[src/rtl/virq_pkg.sv]
package virq_pkg;
  localparam int PRIO_W = 4;
  localparam int ADDR_W = 6;
  localparam int DATA_W = 32;

  // word addresses of the register port
  localparam int A_EN_LO   = 0;
  localparam int A_EN_HI   = 1;
  localparam int A_PSET_LO = 2;
  localparam int A_PSET_HI = 3;
  localparam int A_PCLR_LO = 4;
  localparam int A_PCLR_HI = 5;
  localparam int A_PRIO    = 8;

  // threshold meaning "nothing running": any request beats it
  localparam logic [PRIO_W:0] NO_PRIO = (PRIO_W+1)'(1 << PRIO_W);
endpackage

[src/rtl/virq_regs.sv]
module virq_regs
  import virq_pkg::*;
#(
  parameter int NUM_IRQ = 60,
  localparam int CH_W = $clog2(NUM_IRQ)
) (
  input  logic                      clk,
  input  logic                      rst_n,
  input  logic [NUM_IRQ-1:0]        irq_i,
  input  logic                      req_valid,
  output logic                      req_ready,
  input  logic                      req_write,
  input  logic [ADDR_W-1:0]         req_addr,
  input  logic [DATA_W-1:0]         req_wdata,
  output logic                      rsp_valid,
  input  logic                      rsp_ready,
  output logic [DATA_W-1:0]         rsp_data,
  input  logic                      take_valid,
  input  logic [CH_W-1:0]           take_ch,
  output logic [NUM_IRQ-1:0]        en_o,
  output logic [NUM_IRQ-1:0]        pend_o,
  output logic [NUM_IRQ*PRIO_W-1:0] prio_o
);
  logic [NUM_IRQ-1:0] en_q, en_n, pend_q, pend_n, set_m, clr_m, take_m;
  logic [PRIO_W-1:0]  prio_q [NUM_IRQ];
  logic [PRIO_W-1:0]  prio_n [NUM_IRQ];
  logic               acc, wr;
  logic [DATA_W-1:0]  rd;
  logic [63:0]        en64, pend64;

  assign req_ready = !rsp_valid || rsp_ready;
  assign acc       = req_valid && req_ready;
  assign wr        = acc && req_write;

  always_comb begin
    en_n   = en_q;
    set_m  = '0;
    clr_m  = '0;
    take_m = '0;
    for (int i = 0; i < NUM_IRQ; i++) begin
      prio_n[i] = prio_q[i];
      if (wr && req_addr == ADDR_W'(A_EN_LO + i / 32))
        en_n[i] = req_wdata[i % 32];
      if (wr && req_addr == ADDR_W'(A_PSET_LO + i / 32))
        set_m[i] = req_wdata[i % 32];
      if (wr && req_addr == ADDR_W'(A_PCLR_LO + i / 32))
        clr_m[i] = req_wdata[i % 32];
      if (wr && req_addr == ADDR_W'(A_PRIO + i / 8))
        prio_n[i] = req_wdata[(i % 8) * PRIO_W +: PRIO_W];
      if (take_valid && take_ch == CH_W'(i))
        take_m[i] = 1'b1;
    end
    // clears (software or service) win over any set in the same cycle
    pend_n = (pend_q | irq_i | set_m) & ~clr_m & ~take_m;
  end

  assign en64   = 64'(en_q);
  assign pend64 = 64'(pend_q);

  always_comb begin
    rd = '0;
    case (req_addr)
      ADDR_W'(A_EN_LO):   rd = en64[31:0];
      ADDR_W'(A_EN_HI):   rd = en64[63:32];
      ADDR_W'(A_PSET_LO),
      ADDR_W'(A_PCLR_LO): rd = pend64[31:0];
      ADDR_W'(A_PSET_HI),
      ADDR_W'(A_PCLR_HI): rd = pend64[63:32];
      default: begin
        for (int i = 0; i < NUM_IRQ; i++)
          if (req_addr == ADDR_W'(A_PRIO + i / 8))
            rd[(i % 8) * PRIO_W +: PRIO_W] = prio_q[i];
      end
    endcase
  end

  always_ff @(posedge clk) begin
    if (!rst_n) begin
      en_q      <= '0;
      pend_q    <= '0;
      rsp_valid <= 1'b0;
      rsp_data  <= '0;
      for (int i = 0; i < NUM_IRQ; i++) prio_q[i] <= '0;
    end else begin
      en_q   <= en_n;
      pend_q <= pend_n;
      for (int i = 0; i < NUM_IRQ; i++) prio_q[i] <= prio_n[i];
      if (acc && !req_write) begin
        rsp_valid <= 1'b1;
        rsp_data  <= rd;
      end else if (rsp_ready) begin
        rsp_valid <= 1'b0;
      end
    end
  end

  assign en_o   = en_q;
  assign pend_o = pend_q;

  for (genvar g = 0; g < NUM_IRQ; g++) begin : g_prio_out
    assign prio_o[g*PRIO_W +: PRIO_W] = prio_q[g];
  end

  // a channel taken into service is no longer pending after that edge
  a_r2_take_clears: assert property (@(posedge clk) disable iff (!rst_n)
    take_valid |=> !pend_q[$past(take_ch)]);

  // a waiting response holds its data until accepted
  a_r10_rsp_hold: assert property (@(posedge clk) disable iff (!rst_n)
    (rsp_valid && !rsp_ready) |=> (rsp_valid && $stable(rsp_data)));
endmodule

[src/rtl/virq_select.sv]
module virq_select
  import virq_pkg::*;
#(
  parameter int NUM_IRQ = 60,
  localparam int CH_W = $clog2(NUM_IRQ)
) (
  input  logic [NUM_IRQ-1:0]        req_i,
  input  logic [NUM_IRQ*PRIO_W-1:0] prio_i,
  output logic                      win_valid,
  output logic [CH_W-1:0]           win_ch,
  output logic [PRIO_W-1:0]         win_prio
);
  // linear scan; strict compare keeps the lowest index on ties
  always_comb begin
    win_valid = 1'b0;
    win_ch    = '0;
    win_prio  = '1;
    for (int i = 0; i < NUM_IRQ; i++) begin
      if (req_i[i] && (!win_valid || prio_i[i*PRIO_W +: PRIO_W] < win_prio)) begin
        win_valid = 1'b1;
        win_ch    = CH_W'(i);
        win_prio  = prio_i[i*PRIO_W +: PRIO_W];
      end
    end
  end
endmodule

[src/rtl/virq_stack.sv]
module virq_stack
  import virq_pkg::*;
#(
  parameter int DEPTH = 16,
  parameter int CH_W  = 6,
  localparam int DW = $clog2(DEPTH + 1),
  localparam int IW = $clog2(DEPTH)
) (
  input  logic              clk,
  input  logic              rst_n,
  input  logic              push,
  input  logic [CH_W-1:0]   push_ch,
  input  logic [PRIO_W-1:0] push_prio,
  input  logic              pop,
  output logic [DW-1:0]     depth_o,
  output logic [CH_W-1:0]   top_ch,
  output logic [PRIO_W-1:0] top_prio,
  output logic [PRIO_W-1:0] next_prio
);
  logic [CH_W-1:0]   ch_q [DEPTH];
  logic [PRIO_W-1:0] pr_q [DEPTH];
  logic [DW-1:0]     depth_q;
  logic [IW-1:0]     top_idx, next_idx, push_idx;

  assign top_idx  = IW'(depth_q - DW'(1));
  assign next_idx = IW'(depth_q - DW'(2));
  assign push_idx = IW'(depth_q);

  always_ff @(posedge clk) begin
    if (!rst_n) begin
      depth_q <= '0;
      for (int i = 0; i < DEPTH; i++) begin
        ch_q[i] <= '0;
        pr_q[i] <= '0;
      end
    end else if (push) begin
      ch_q[push_idx] <= push_ch;
      pr_q[push_idx] <= push_prio;
      depth_q        <= depth_q + DW'(1);
    end else if (pop && depth_q != '0) begin
      depth_q <= depth_q - DW'(1);
    end
  end

  assign depth_o   = depth_q;
  assign top_ch    = ch_q[top_idx];
  assign top_prio  = pr_q[top_idx];
  assign next_prio = pr_q[next_idx];

  // never push past the configured depth
  a_r7_no_overflow: assert property (@(posedge clk) disable iff (!rst_n)
    push |-> depth_q < DW'(DEPTH));

  // entry and exit never land on the same edge
  a_r7_push_pop_excl: assert property (@(posedge clk) disable iff (!rst_n)
    !(push && pop));

  // each nested handler is strictly more urgent than the one below
  a_r5_nest_ordered: assert property (@(posedge clk) disable iff (!rst_n)
    (push && depth_q != '0) |-> push_prio < top_prio);
endmodule

[src/rtl/vec_irq_arbiter.sv]
module vec_irq_arbiter
  import virq_pkg::*;
#(
  parameter int NUM_IRQ     = 60,
  parameter int STACK_DEPTH = 16,
  parameter int ENTRY_CYC   = 12,
  parameter int CHAIN_CYC   = 6,
  localparam int CH_W = $clog2(NUM_IRQ),
  localparam int DW   = $clog2(STACK_DEPTH + 1)
) (
  input  logic               clk,
  input  logic               rst_n,
  input  logic [NUM_IRQ-1:0] irq_i,
  input  logic               reg_req_valid,
  output logic               reg_req_ready,
  input  logic               reg_req_write,
  input  logic [ADDR_W-1:0]  reg_req_addr,
  input  logic [DATA_W-1:0]  reg_req_wdata,
  output logic               reg_rsp_valid,
  input  logic               reg_rsp_ready,
  output logic [DATA_W-1:0]  reg_rsp_data,
  output logic               entry_req,
  output logic [CH_W-1:0]    entry_vec,
  output logic               entry_chain,
  output logic               handler_start,
  input  logic               exit_i,
  output logic               run_active,
  output logic [CH_W-1:0]    run_vec,
  output logic [PRIO_W-1:0]  run_prio,
  output logic [DW-1:0]      act_depth
);
  localparam int WIN_MAX = (ENTRY_CYC > CHAIN_CYC) ? ENTRY_CYC : CHAIN_CYC;
  localparam int CW      = $clog2(WIN_MAX + 1);

  logic [NUM_IRQ-1:0]        en, pend;
  logic [NUM_IRQ*PRIO_W-1:0] prio_flat;
  logic                      win_valid;
  logic [CH_W-1:0]           win_ch;
  logic [PRIO_W-1:0]         win_prio;
  logic [DW-1:0]             depth;
  logic [CH_W-1:0]           top_ch;
  logic [PRIO_W-1:0]         top_prio, next_prio;

  logic                      in_win_q, chain_q;
  logic [CW-1:0]             cnt_q, last_cnt;
  logic [CH_W-1:0]           cand_ch_q;
  logic [PRIO_W-1:0]         cand_prio_q;
  logic [PRIO_W:0]           cur_thr, pop_thr, eff_thr;
  logic                      exit_ok, can_enter, done, better;

  virq_regs #(.NUM_IRQ(NUM_IRQ)) u_regs (
    .clk(clk), .rst_n(rst_n), .irq_i(irq_i),
    .req_valid(reg_req_valid), .req_ready(reg_req_ready),
    .req_write(reg_req_write), .req_addr(reg_req_addr),
    .req_wdata(reg_req_wdata), .rsp_valid(reg_rsp_valid),
    .rsp_ready(reg_rsp_ready), .rsp_data(reg_rsp_data),
    .take_valid(done), .take_ch(cand_ch_q),
    .en_o(en), .pend_o(pend), .prio_o(prio_flat)
  );

  virq_select #(.NUM_IRQ(NUM_IRQ)) u_sel (
    .req_i(pend & en), .prio_i(prio_flat),
    .win_valid(win_valid), .win_ch(win_ch), .win_prio(win_prio)
  );

  virq_stack #(.DEPTH(STACK_DEPTH), .CH_W(CH_W)) u_stack (
    .clk(clk), .rst_n(rst_n),
    .push(done), .push_ch(cand_ch_q), .push_prio(cand_prio_q),
    .pop(exit_ok), .depth_o(depth),
    .top_ch(top_ch), .top_prio(top_prio), .next_prio(next_prio)
  );

  // thresholds: level now running, and level left after a pop
  assign cur_thr = (depth == '0) ? NO_PRIO : {1'b0, top_prio};
  assign pop_thr = (depth >= DW'(2)) ? {1'b0, next_prio} : NO_PRIO;

  assign exit_ok   = exit_i && !in_win_q && depth != '0;
  assign eff_thr   = exit_ok ? pop_thr : cur_thr;
  assign can_enter = !in_win_q && win_valid && ({1'b0, win_prio} < eff_thr) &&
                     (exit_ok || depth < DW'(STACK_DEPTH));

  assign last_cnt = chain_q ? CW'(CHAIN_CYC - 1) : CW'(ENTRY_CYC - 1);
  assign done     = in_win_q && cnt_q == last_cnt;
  assign better   = in_win_q && !done && win_valid && win_prio < cand_prio_q;

  always_ff @(posedge clk) begin
    if (!rst_n) begin
      in_win_q    <= 1'b0;
      chain_q     <= 1'b0;
      cnt_q       <= '0;
      cand_ch_q   <= '0;
      cand_prio_q <= '0;
    end else if (!in_win_q) begin
      if (can_enter) begin
        in_win_q    <= 1'b1;
        cnt_q       <= '0;
        cand_ch_q   <= win_ch;
        cand_prio_q <= win_prio;
        chain_q     <= exit_ok;
      end
    end else if (done) begin
      in_win_q <= 1'b0;
      chain_q  <= 1'b0;
    end else begin
      cnt_q <= cnt_q + CW'(1);
      if (better) begin
        cand_ch_q   <= win_ch;
        cand_prio_q <= win_prio;
      end
    end
  end

  assign entry_req     = in_win_q;
  assign entry_vec     = cand_ch_q;
  assign entry_chain   = in_win_q && chain_q;
  assign handler_start = done;
  assign run_active    = depth != '0;
  assign run_vec       = run_active ? top_ch : '0;
  assign run_prio      = top_prio;
  assign act_depth     = depth;

  // the selected channel is pending and enabled; no pick means none eligible
  a_r3_winner_eligible: assert property (@(posedge clk) disable iff (!rst_n)
    win_valid |-> (pend[win_ch] && en[win_ch]));
  a_r3_none_eligible: assert property (@(posedge clk) disable iff (!rst_n)
    !win_valid |-> ((pend & en) == '0));

  // the window closes after the start pulse and the handler is pushed
  a_r4_start_pushes: assert property (@(posedge clk) disable iff (!rst_n)
    handler_start |=> (!entry_req && act_depth == $past(act_depth) + DW'(1)));

  // a fresh (unchained) entry is strictly more urgent than what runs
  a_r5_strict_preempt: assert property (@(posedge clk) disable iff (!rst_n)
    ($rose(entry_req) && !entry_chain) |-> (!run_active || cand_prio_q < run_prio));

  // a replaced vector is always more urgent than the one it replaced
  a_r6_only_improves: assert property (@(posedge clk) disable iff (!rst_n)
    (entry_req && $past(entry_req) && entry_vec != $past(entry_vec))
      |-> cand_prio_q < $past(cand_prio_q));

  // a chained window opens on the same edge that pops the stack
  a_r8_chain_pops: assert property (@(posedge clk) disable iff (!rst_n)
    ($rose(entry_req) && entry_chain) |-> act_depth == $past(act_depth) - DW'(1));

  // exit during an open window leaves the stack alone
  a_r11_exit_in_window: assert property (@(posedge clk) disable iff (!rst_n)
    (exit_i && entry_req && !handler_start) |=> act_depth == $past(act_depth));
endmodule

[config.mk]
export PLATFORM = sky130hd
export DESIGN_NAME = vec_irq_arbiter
export DESIGN_NICKNAME = d
export VERILOG_FILES = /design/src/rtl/virq_pkg.sv /design/src/rtl/virq_regs.sv /design/src/rtl/virq_select.sv /design/src/rtl/virq_stack.sv /design/src/rtl/vec_irq_arbiter.sv
export SDC_FILE = /design/constraint.sdc
export NUM_CORES = 2
export LEC_CHECK = 0
export BUFFER_PORTS_ARGS = -buffer_cell sky130_fd_sc_hd__buf_4
export CORE_AREA = 2 2 415 417
export CTS_CLUSTER_SIZE = 14
export DETAILED_ROUTE_END_ITERATION = 7
export DIE_AREA = 0 0 417 419
export PLACE_DENSITY = 0.38
export SYNTH_ARGS = -nofsm -noshare
export SYNTH_HDL_FRONTEND = slang
export SYNTH_HIERARCHICAL = 1
export SYNTH_SLANG_ARGS = --single-unit
[constraint.sdc]
create_clock -name clk -period 87 [get_ports clk]
set_input_delay 4.35 -clock clk [delete_from_list [all_inputs] [get_ports clk]]
set_output_delay 4.35 -clock clk [all_outputs]
set_load 0.01 [all_outputs]
==> results.sh <==
export IMPL_outcome="complete, but fails checks"
export IMPL_violations="DRC"
export IMPL_place_gp_congestion=0.9630
export IMPL_portBuffers=162
export IMPL_tns_ns=0
export IMPL_grt_total_usage_pct=23.44
export IMPL_crit_path_frequent_cell="ha_1"
export IMPL_synth_main_ff_cell="dfxtp_1"
export IMPL_initial_core_util_pct=24.77
export IMPL_required_ns=87.55
export IMPL_ys_types=158
export IMPL_drc=5
export IMPL_netlist_area_mm2=0.04226
export IMPL_rr_worst_depth=459
export IMPL_yosys_warnings=6
export IMPL_grt_pass1_vias=38520
export IMPL_maxCapViolCount=0
export IMPL_drive_gt1_share_pct=16.00
export IMPL_syn_mean_instance_area_um2=8.268
export IMPL_clk_pin_slew_ns=0.06
export IMPL_critPathMaxStageDelay_ns=0.58
export IMPL_grt_max_degree=128
export IMPL_cts_max_path_buffers=3
export IMPL_hold_path_class="register to register"
export IMPL_finClkSkew_ns=0.03479
export IMPL_ys_async_sr_fraction_pct=0
export IMPL_nNetsFinal=5420
export IMPL_cts_buffers=72
export IMPL_htreeDepth=3
export IMPL_layout_area_overhead_vs_synth_pct=16.66
export IMPL_cp_arrival_ns=82.07
export IMPL_grt_pass1_wl_mm=296.6
export IMPL_row_count=152
export IMPL_syn_inst=5111
export IMPL_grt_overflow=0
export IMPL_wl_per_cell_um=28.26
export IMPL_powerDensity_mw_per_mm2=13.00
export IMPL_cts_root_buf="clkbuf_16"
export IMPL_ios=163
export IMPL_cp_end_kind="register"
export IMPL_crit_fanout=12
export IMPL_finalHoldViolCount=0
export IMPL_die_w_um=417
export IMPL_drt_vias_per_instance=5.454
export IMPL_slew_headroom_pct=6.307
export IMPL_worst_setup_path_start_kind="register"
export IMPL_first_pass_iters=8
export IMPL_crit_type="register to register"
export IMPL_fp_dieH_um=419
export IMPL_tightest_slew_ns=1.387
export IMPL_ir_drop_uv=13.28
export IMPL_detail_route_antenna_nets=0
export IMPL_power_total_mw=0.6407
export IMPL_setup_viol=0
export IMPL_most_common_layout_cells="nand2_1, dfxtp_1, buf_4"
export IMPL_clock_latency_ns=0.69
export IMPL_cts_tree="yes"
export IMPL_syn_nets=5294
export IMPL_drt_iter0_drc=3457
export IMPL_hpwl_mm=158.6
export IMPL_hold_depth=2
export IMPL_ys_seq_area_share_pct=30.98
export IMPL_core_mm2=0.1706
export IMPL_finalCritPeriodShare_pct=93.70
export IMPL_slowest_stage="or4_4"
export IMPL_p_leak_nw=17.55
export IMPL_synth_edff_count=160
export IMPL_drv_slew=0
export IMPL_fmax_mhz=12.27
export IMPL_antenna_found_initial=6
export IMPL_die_area_mm2=0.1747
export IMPL_clock_sinks=574
export IMPL_finalWorstPathRequiredPeriod_ns=81.52
export IMPL_ys_ff_latch=574
export IMPL_final_common_cell="nand2_1"
export IMPL_wirelength_mm=212.9
export IMPL_vias=41090
==> worst max-delay path: cells and delay by family, from the launching register on <==
family / cells / cell delay [ns]
simple gates: 136 / 17.99
compound gates: 196 / 34.52
mux: 32 / 8.91
flops: 1 / 0.35
fa+ha+maj: 58 / 16.22
buf+inv: 37 / 3.28
==> registers in the layout, indices dropped and copies added (netlist names) <==
signal            cells
u_regs/prio_q       240
u_stack/ch_q         96
u_stack/pr_q         64
u_regs/en_o          60
u_regs/pend_o        60
u_regs/rsp_data      32
entry_vec             6
u_stack/depth_o       5
cand_prio_q           4
cnt_q                 4
chain_q               1
entry_req             1
u_regs/rsp_valid      1
==> final cells by class <==
cell class	instances	area (um^2)
antenna	8	20.02
clock buffer	102	2004
clock inverter	28	234.0
fill	18150	121300
inverter	178	668.1
multi-input combinational	4075	27940
sequential	574	13100
tap	2233	2794
timing repair buffer	336	2542
==> metrics by stage <==
stage                     setup slack [ns]  utilization [%]  cell area [um^2]  hold WS [ns]  std cells
after detailed placement            -1.149            26.96             45990        0.4582       7349
after global placement              0.8263            26.96             45990        0.4495       7349
final                                5.483            28.90             49300        0.4657       7534
after floorplan                      6.587                -             42260        0.4429       5111
after global routing               -0.4679            28.88             49280        0.4912       7526
after CTS                          0.05073            28.33             48330        0.4664       7482
==> Yosys cell counts (30+ instances only) <==
| library cell | n | area [um^2] |
|---|---|---|
| nand2_1 | 979 | 3675 |
| dfxtp_1 | 414 | 8288 |
| nor2_1 | 277 | 1040 |
| and2_1 | 266 | 1664 |
| o21ai_0 | 264 | 1321 |
| a21boi_0 | 242 | 1817 |
| a21oi_1 | 209 | 1046 |
| inv_1 | 176 | 660.6 |
| edfxtp_1 | 160 | 4805 |
| clkbuf_1 | 154 | 578.1 |
| a211oi_1 | 139 | 1044 |
| mux2i_1 | 130 | 1301 |
| nand3_1 | 91 | 455.4 |
| buf_2 | 90 | 450.4 |
| a21boi_1 | 81 | 608.1 |
| ha_1 | 79 | 988.5 |
| nor3_1 | 62 | 310.3 |
| a31oi_1 | 53 | 331.6 |
| nor2b_1 | 52 | 325.3 |
| mux4_2 | 50 | 1126 |
| nand2b_1 | 49 | 306.5 |
| o211ai_1 | 46 | 345.3 |
| and3_1 | 43 | 269.0 |
| o21a_1 | 43 | 322.8 |
| a21o_1 | 41 | 307.8 |
| or3_1 | 35 | 219.0 |
| o21ai_1 | 34 | 170.2 |
| a22oi_1 | 31 | 232.7 |
| mux2_2 | 30 | 337.8 |
| o22ai_1 | 30 | 187.7 |
==> kinds of logic (layout without fill, tap and decap cells) <==
group	count (synthesis)	after routing	synth area share, %
mux	239	239	7.802
flops	574	574	30.98
other cells	0	8	0
fa+ha+maj	108	108	3.032
simple gates	2009	2009	22.75
compound gates	1683	1683	29.76
buf+inv	462	644	4.909
xor+xnor	36	36	0.7639
==> path summary, 6_finish.rpt <==
path | startpoint | endpoint | slack (ns)
setup reg to reg | u_regs/pend_o[0]$_SDFF_PN0_ | entry_vec[3]$_SDFFE_PN0P_ | 5.48
setup / recovery | u_regs/pend_o[0]$_SDFF_PN0_ | entry_vec[3]$_SDFFE_PN0P_ | 5.48
hold / removal | u_regs/en_o[25]$_SDFFE_PN0P_ | u_regs/en_o[25]$_SDFFE_PN0P_ | 0.47
hold reg to reg | u_regs/en_o[25]$_SDFFE_PN0P_ | u_regs/en_o[25]$_SDFFE_PN0P_ | 0.47
==> power by group <==
group          leakage (nW)  internal (mW)  switching [mW]
clock                  1.10          0.165           0.133
combinational          11.4         0.0191          0.0379
sequential             5.01          0.280         0.00575
==> metal layers <==
layer / global-route usage, % / routed length [um]
met5: 0 / 0
met3: 2.211 / 9198
met1: 30.19 / 91730
met4: 12.99 / 13230
met2: 38.49 / 98730
==> repair_timing <==
item,4_1_cts,5_1_grt
buffers inserted,3,44
hold buffers,0,0
endpoints found under the setup margin,16,16
resized for setup,13,148
endpoints found under the hold margin,0,0
pin swaps,1,31
Power figures use the tool's default switching activity.
